**config.mk**
```make
export PLATFORM = sky130hd
export DESIGN_NAME = phy_status_tx
export DESIGN_NICKNAME = d
export VERILOG_FILES = /design/src/rtl/pst_pkg.sv /design/src/rtl/pst_flag_acc.sv /design/src/rtl/pst_reg_slot.sv /design/src/rtl/pst_seq.sv /design/src/rtl/phy_status_tx.sv
export SDC_FILE = /design/constraint.sdc
export NUM_CORES = 1
export LEC_CHECK = 0
export BUFFER_PORTS_ARGS = -buffer_cell sky130_fd_sc_hd__buf_2
export CORE_ASPECT_RATIO = 0.6
export CORE_MARGIN = 2
export CORE_UTILIZATION = 50
export DETAILED_ROUTE_END_ITERATION = 12
export MAX_ROUTING_LAYER = met4
export PLACE_DENSITY_LB_ADDON = 0.08
export REMOVE_ABC_BUFFERS = 1
export SLEW_MARGIN = 20
export SYNTH_ARGS = -nofsm -noshare
export SYNTH_HDL_FRONTEND = slang
export SYNTH_HIERARCHICAL = 1
export SYNTH_SLANG_ARGS = --single-unit
export TNS_END_PERCENT = 10
```
**constraint.sdc**
```tcl
create_clock -name clk -period 2.4 [get_ports clk]
set_clock_uncertainty 0.1 [all_clocks]
set_input_delay 0.48 -clock clk [delete_from_list [all_inputs] [get_ports clk]]
set_output_delay 0.48 -clock clk [all_outputs]
set_load 0.05 [all_outputs]
```
**src/rtl/pst_pkg.sv**
```systemverilog
package pst_pkg;
  typedef enum logic [0:0] {
    PST_IDLE = 1'b0,
    PST_SEND = 1'b1
  } pst_state_e;

  localparam logic [1:0] CTL_NONE   = 2'b00;
  localparam logic [1:0] CTL_STATUS = 2'b01;
endpackage

```
**src/rtl/pst_flag_acc.sv**
```systemverilog
// Pending flag set: new events OR in, delivered bits drop out.
module pst_flag_acc #(
  parameter int FLAG_W = 4
) (
  input  logic              clk,
  input  logic              rst_n,
  input  logic [FLAG_W-1:0] set_i,
  input  logic [FLAG_W-1:0] clr_i,
  output logic [FLAG_W-1:0] pend_o
);
  logic [FLAG_W-1:0] pend_q, pend_n;
  logic              upd;

  always_comb begin
    pend_n = (pend_q & ~clr_i) | set_i;
    upd    = (|set_i) | (|clr_i);
  end

  always_ff @(posedge clk or negedge rst_n) begin
    if (!rst_n)   pend_q <= '0;
    else if (upd) pend_q <= pend_n;
  end

  assign pend_o = pend_q;
endmodule

```
**src/rtl/pst_reg_slot.sv**
```systemverilog
// Single register slot: readback first, self-ID report queued behind it.
module pst_reg_slot #(
  parameter int              ADDR_W     = 4,
  parameter int              DATA_W     = 8,
  parameter logic [ADDR_W-1:0] PHYID_ADDR = '0
) (
  input  logic              clk,
  input  logic              rst_n,
  input  logic              rd_req_i,
  input  logic [ADDR_W-1:0] rd_addr_i,
  input  logic [DATA_W-1:0] rd_data_i,
  input  logic              sid_i,
  input  logic [DATA_W-1:0] node_id_i,
  input  logic              fin_i,
  output logic              pend_o,
  output logic [ADDR_W-1:0] addr_o,
  output logic [DATA_W-1:0] data_o
);
  logic              pend_q, pend_n, sid_q, sid_n, load;
  logic [ADDR_W-1:0] addr_q, addr_n;
  logic [DATA_W-1:0] data_q, data_n;

  always_comb begin
    pend_n = pend_q;
    addr_n = addr_q;
    data_n = data_q;
    sid_n  = sid_q | sid_i;
    load   = 1'b0;
    if (fin_i) begin
      pend_n = 1'b0;
    end else if (!pend_q) begin
      if (rd_req_i) begin
        pend_n = 1'b1;
        addr_n = rd_addr_i;
        data_n = rd_data_i;
        load   = 1'b1;
      end else if (sid_n) begin
        pend_n = 1'b1;
        addr_n = PHYID_ADDR;
        data_n = node_id_i;
        sid_n  = 1'b0;
        load   = 1'b1;
      end
    end
  end

  always_ff @(posedge clk or negedge rst_n) begin
    if (!rst_n) begin
      pend_q <= 1'b0;
      sid_q  <= 1'b0;
    end else begin
      pend_q <= pend_n;
      sid_q  <= sid_n;
    end
  end

  always_ff @(posedge clk or negedge rst_n) begin
    if (!rst_n) begin
      addr_q <= '0;
      data_q <= '0;
    end else if (load) begin
      addr_q <= addr_n;
      data_q <= data_n;
    end
  end

  assign pend_o = pend_q;
  assign addr_o = addr_q;
  assign data_o = data_q;
endmodule

```
**src/rtl/pst_seq.sv**
```systemverilog
// Transfer sequencer and serializer.
module pst_seq
  import pst_pkg::*;
#(
  parameter int FLAG_W = 4,
  parameter int ADDR_W = 4,
  parameter int DATA_W = 8,
  parameter int SYM_W  = 2
) (
  input  logic              clk,
  input  logic              rst_n,
  input  logic [FLAG_W-1:0] flags_i,
  input  logic              reg_pend_i,
  input  logic [ADDR_W-1:0] reg_addr_i,
  input  logic [DATA_W-1:0] reg_data_i,
  input  logic              if_idle_i,
  input  logic              pkt_rx_i,
  output logic [1:0]        ctl_o,
  output logic [SYM_W-1:0]  d_o,
  output logic [FLAG_W-1:0] flag_clr_o,
  output logic              reg_fin_o,
  output logic              reg_done_o
);
  localparam int FRAME_W   = FLAG_W + ADDR_W + DATA_W;
  localparam int SHORT_CYC = FLAG_W / SYM_W;
  localparam int LONG_CYC  = FRAME_W / SYM_W;
  localparam int CNT_W     = (LONG_CYC > 1) ? $clog2(LONG_CYC) : 1;
  localparam logic [CNT_W-1:0] SHORT_LAST = CNT_W'(SHORT_CYC - 1);
  localparam logic [CNT_W-1:0] LONG_LAST  = CNT_W'(LONG_CYC - 1);

  pst_state_e        st_q, st_n;
  logic [CNT_W-1:0]  cnt_q, cnt_n;
  logic              long_q, long_n;
  logic              done_q;
  logic              work, start, fire, last;
  logic [FRAME_W-1:0] frame, shifted;

  always_comb begin
    work    = (|flags_i) | reg_pend_i;
    start   = (st_q == PST_IDLE) && if_idle_i && !pkt_rx_i && work;
    fire    = (st_q == PST_SEND) && !pkt_rx_i;
    last    = cnt_q == (long_q ? LONG_LAST : SHORT_LAST);
    frame   = {flags_i, reg_addr_i, reg_data_i};
    shifted = frame << (cnt_q * SYM_W);
  end

  // next-state logic
  always_comb begin
    st_n   = st_q;
    cnt_n  = cnt_q;
    long_n = long_q;
    case (st_q)
      PST_IDLE: if (start) begin
        st_n   = PST_SEND;
        cnt_n  = '0;
        long_n = reg_pend_i;
      end
      PST_SEND: begin
        if (pkt_rx_i || last) st_n = PST_IDLE;
        else                  cnt_n = cnt_q + 1'b1;
      end
      default: st_n = PST_IDLE;
    endcase
  end

  always_ff @(posedge clk or negedge rst_n) begin
    if (!rst_n) begin
      st_q   <= PST_IDLE;
      cnt_q  <= '0;
      long_q <= 1'b0;
      done_q <= 1'b0;
    end else begin
      st_q   <= st_n;
      cnt_q  <= cnt_n;
      long_q <= long_n;
      done_q <= reg_fin_o;
    end
  end

  // flag bits are delivered in the cycle that drives them
  for (genvar k = 0; k < SHORT_CYC; k++) begin : g_clr
    assign flag_clr_o[FLAG_W-1-SYM_W*k -: SYM_W] =
      {SYM_W{fire && (cnt_q == CNT_W'(k))}};
  end

  assign reg_fin_o  = fire && long_q && (cnt_q == LONG_LAST);
  assign reg_done_o = done_q;
  assign ctl_o      = fire ? CTL_STATUS : CTL_NONE;
  assign d_o        = fire ? shifted[FRAME_W-1 -: SYM_W] : '0;
endmodule

```
**src/rtl/phy_status_tx.sv**
```systemverilog
module phy_status_tx #(
  parameter int                FLAG_W     = 4,
  parameter int                ADDR_W     = 4,
  parameter int                DATA_W     = 8,
  parameter int                SYM_W      = 2,
  parameter logic [ADDR_W-1:0] PHYID_ADDR = '0
) (
  input  logic              clk,
  input  logic              rst_n,
  input  logic [FLAG_W-1:0] flag_set,
  input  logic              rd_req,
  input  logic [ADDR_W-1:0] rd_addr,
  input  logic [DATA_W-1:0] rd_data,
  input  logic              selfid_done,
  input  logic [DATA_W-1:0] node_id,
  input  logic              if_idle,
  input  logic              pkt_rx,
  output logic [1:0]        ctl,
  output logic [SYM_W-1:0]  d,
  output logic              reg_done
);
  logic [FLAG_W-1:0] flags, flag_clr;
  logic              reg_pend, reg_fin;
  logic [ADDR_W-1:0] reg_addr;
  logic [DATA_W-1:0] reg_data;

  pst_flag_acc #(.FLAG_W(FLAG_W)) u_flags (
    .clk(clk), .rst_n(rst_n), .set_i(flag_set), .clr_i(flag_clr), .pend_o(flags)
  );

  pst_reg_slot #(.ADDR_W(ADDR_W), .DATA_W(DATA_W), .PHYID_ADDR(PHYID_ADDR)) u_slot (
    .clk(clk), .rst_n(rst_n), .rd_req_i(rd_req), .rd_addr_i(rd_addr),
    .rd_data_i(rd_data), .sid_i(selfid_done), .node_id_i(node_id),
    .fin_i(reg_fin), .pend_o(reg_pend), .addr_o(reg_addr), .data_o(reg_data)
  );

  pst_seq #(.FLAG_W(FLAG_W), .ADDR_W(ADDR_W), .DATA_W(DATA_W), .SYM_W(SYM_W)) u_seq (
    .clk(clk), .rst_n(rst_n), .flags_i(flags), .reg_pend_i(reg_pend),
    .reg_addr_i(reg_addr), .reg_data_i(reg_data), .if_idle_i(if_idle),
    .pkt_rx_i(pkt_rx), .ctl_o(ctl), .d_o(d), .flag_clr_o(flag_clr),
    .reg_fin_o(reg_fin), .reg_done_o(reg_done)
  );
endmodule

```
==> summary.txt <==
Gr ovfl total - 0
Die Footprint - 0.00311 mm^2
Startpoint Class - flop
Crit Path Class - flop to output port
Area Overhead vs Synth - 17.2%
Core Util, Final - 62.0%
WP data required - 1.82 ns
Cell Pwr Density - 729 mW/mm^2
Post-CTS sizing - 0
Placement Setup Slack - 0.337 ns
Avg Vias per Cell - 5.28
Synth area leaders - dfrtp_1, mux2_4, mux4_2
Syn Inst Count - 102
Initial antenna violation count - 0
First-pass GRT wire length - 4.23 mm
Final TNS setup - 0 ns
Core area - 0.00252 mm^2
Post-layout min period - 2.24 ns
Post-synthesis cell type count - 29
Die height - 44.0 um
YS warnings - 6
Layout cells sized above 1 - 47.4%
Clock Path Buffers - 2
First-pass DRT Iterations - 4
CP arrival - 1.66 ns
Sequential share of the synthesized area - 45.0%
Hold Slack - 0.0810 ns
CTS tree - done
Clock-pin slew of the registers on the worst-case setup and hold paths - 0.09 ns
Worst setup margin - 0.156 ns
Synth area leader - dfrtp_1
DRT iter0 DRCs - 54
RSZ-0062 raised after global routing - no
Clock sinks - 24
DRC viols - 0
Worst-Skew Late Latency - 0.27 ns
Die width - 70.7 um
Setup violators final - 0
Max-slew violation count - 0
Num CTS Buffers - 3
Hold WC Path Type - input pin to asynchronous set/reset pin
Area of the mapped netlist - 0.00133 mm^2
Status - finished, final reports clean
Largest net degree at the start of global routing - 25
Initial Utilization - 52.9%
Post-Route WL - 2.57 mm
Hpwl dp - 2.03 mm
Synthesized flop and latch total - 24
Crit-path max FO - 7
Max_cap viols - 0
Fmax - 446 MHz
Antenna cells - 0
Synth Area per Inst - 13.1 um^2
Worst setup EP type - output port
GP Congestion - 0.958
Vias in the first global route - 862
Buffers on Ports - 33
Worst vdd ir - 0.355 mV
Antenna viol nets, final - 0
Cell Rows - 14
Worst Reg-to-Reg Cells - 6
Post-CTS Setup Bufs - 0
Total power - 1.14 mW
Synth top area share - 45.0%
Root Driver - clkbuf_8
Vias after detailed routing - 871
Final layout net count - 168
Total Routing Usage GR - 19.4%
Slew margin rel. - 53.9%
Leak - 0.760 nW
Cts hold-fix bufs - 0
WL/cell - 15.6 um
Actual slew at the worst max-slew pin - 0.691 ns
Htree depth - 1
Final hold viol count - 0
Fin crit share - 93.5%
Ports - 35
-- cells in the final DEF, fill, tap and decap left out, types with 2 or more instances in the layout --
master	n
buf_2	33
dfrtp_1	23
mux2_4	13
inv_1	8
nand2_1	7
a21o_1	4
mux2_2	4
ha_1	4
a22o_1	4
clkbuf_8	3
mux4_2	3
a21oi_1	3
and3_1	3
mux2i_1	3
nor2_1	2
-- registers in the layout (all words and copies together), names as in the netlist --
signal and cells:
u_slot/data_o 8, u_flags/pend_o 4, u_slot/addr_o 4, u_seq/cnt_q 3, u_seq/long_q 1, u_seq/reg_done_o 1
u_seq/st_q 1, u_slot/pend_o 1, u_slot/sid_q 1
-- synthesized netlist by cell type --
library cell  instances
mux4_2                3
nand2b_1              1
or4_1                 1
inv_1                 8
nor2_1                2
o21ai_2               1
ha_1                  4
o31ai_4               1
conb_1                1
nor2_2                1
nand2_1               7
clkbuf_1              1
a21oi_1               3
a22o_1                4
mux2_2                4
and3_1                3
buf_4                 4
a21o_1                4
or3_1                 1
dfrtp_1              24
and2_1                1
o32a_1                1
mux2i_1               3
nand3_1               1
buf_6                 2
nor4_1                1
mux4_1                1
mux2_4               13
o211ai_2              1
-- routing by layer --
| metal | up-vias | GRT usage, % | share of wire, % |
|---|---|---|---|
| met2 | 20 | 27.4 | 42 |
| met4 | 0 | 3.40 | 0.31 |
| li1 | 420 | - | - |
| met3 | 2 | 6.28 | 4.8 |
| met5 | - | - | 0 |
| met1 | 429 | 27.9 | 52 |
-- final timing paths --
check | startpoint | end | slack [ns]
max | u_seq/cnt_q[0]$_DFFE_PN0P_ | d[0] | 0.16
min | rst_n | u_slot/data_o[5]$_DFFE_PN0P_ | 0.08
max reg2reg | u_seq/cnt_q[1]$_DFFE_PN0P_ | u_slot/data_o[5]$_DFFE_PN0P_ | 0.35
min reg2reg | u_slot/addr_o[2]$_DFFE_PN0P_ | u_slot/addr_o[2]$_DFFE_PN0P_ | 0.42
max in group asynchronous | rst_n | u_seq/cnt_q[0]$_DFFE_PN0P_ | 1.74
min in group clk | flag_set[0] | u_flags/pend_o[0]$_DFFE_PN0P_ | 0.28
-- through the flow --
step / cells / cell area [um^2]
final: 165 / 1560
after CTS: 165 / 1560
after global placement: 161 / 1490
after global routing: 165 / 1560
after floorplan: 95 / 1280
after detailed placement: 161 / 1490
-- worst max-delay path, stage by stage (launching register included) --
cell and delay [ns]:
dfrtp_2 0.47, mux4_1 0.57, nand2_1 0.08, a21oi_1 0.06, buf_2 0.21
-- where the power goes --
group | internal [mW] | switching, mW | total [mW]
sequential | 0.456 | 0.0627 | 0.518
clock | 0.223 | 0.129 | 0.352
combinational | 0.148 | 0.121 | 0.269
total | 0.826 | 0.313 | 1.14
-- kinds of logic (layout without fill, tap and decap cells) --
logic type                 after synthesis  count (layout)  synth area share (%)
muxes                                   24              24                  27.3
DFF                                     24              24                  45.0
and+or+nand+nor                         19              19                  7.23
AOI/OAI and AO/OA                       15              15                  9.94
buffers and inverters                   15              46                  6.47
adders and majority gates                4               4                  3.75
other                                    1               1                 0.281
-- layout make-up --
type	count	area, um^2
clock buffer	3	41.3
clock inverter	1	30.0
fill	214	960
inverter	8	30.0
multi-input combinational	63	647
sequential	24	602
tap	32	40.0
timing repair buffer	34	173
(Power assumes the default switching activity.)
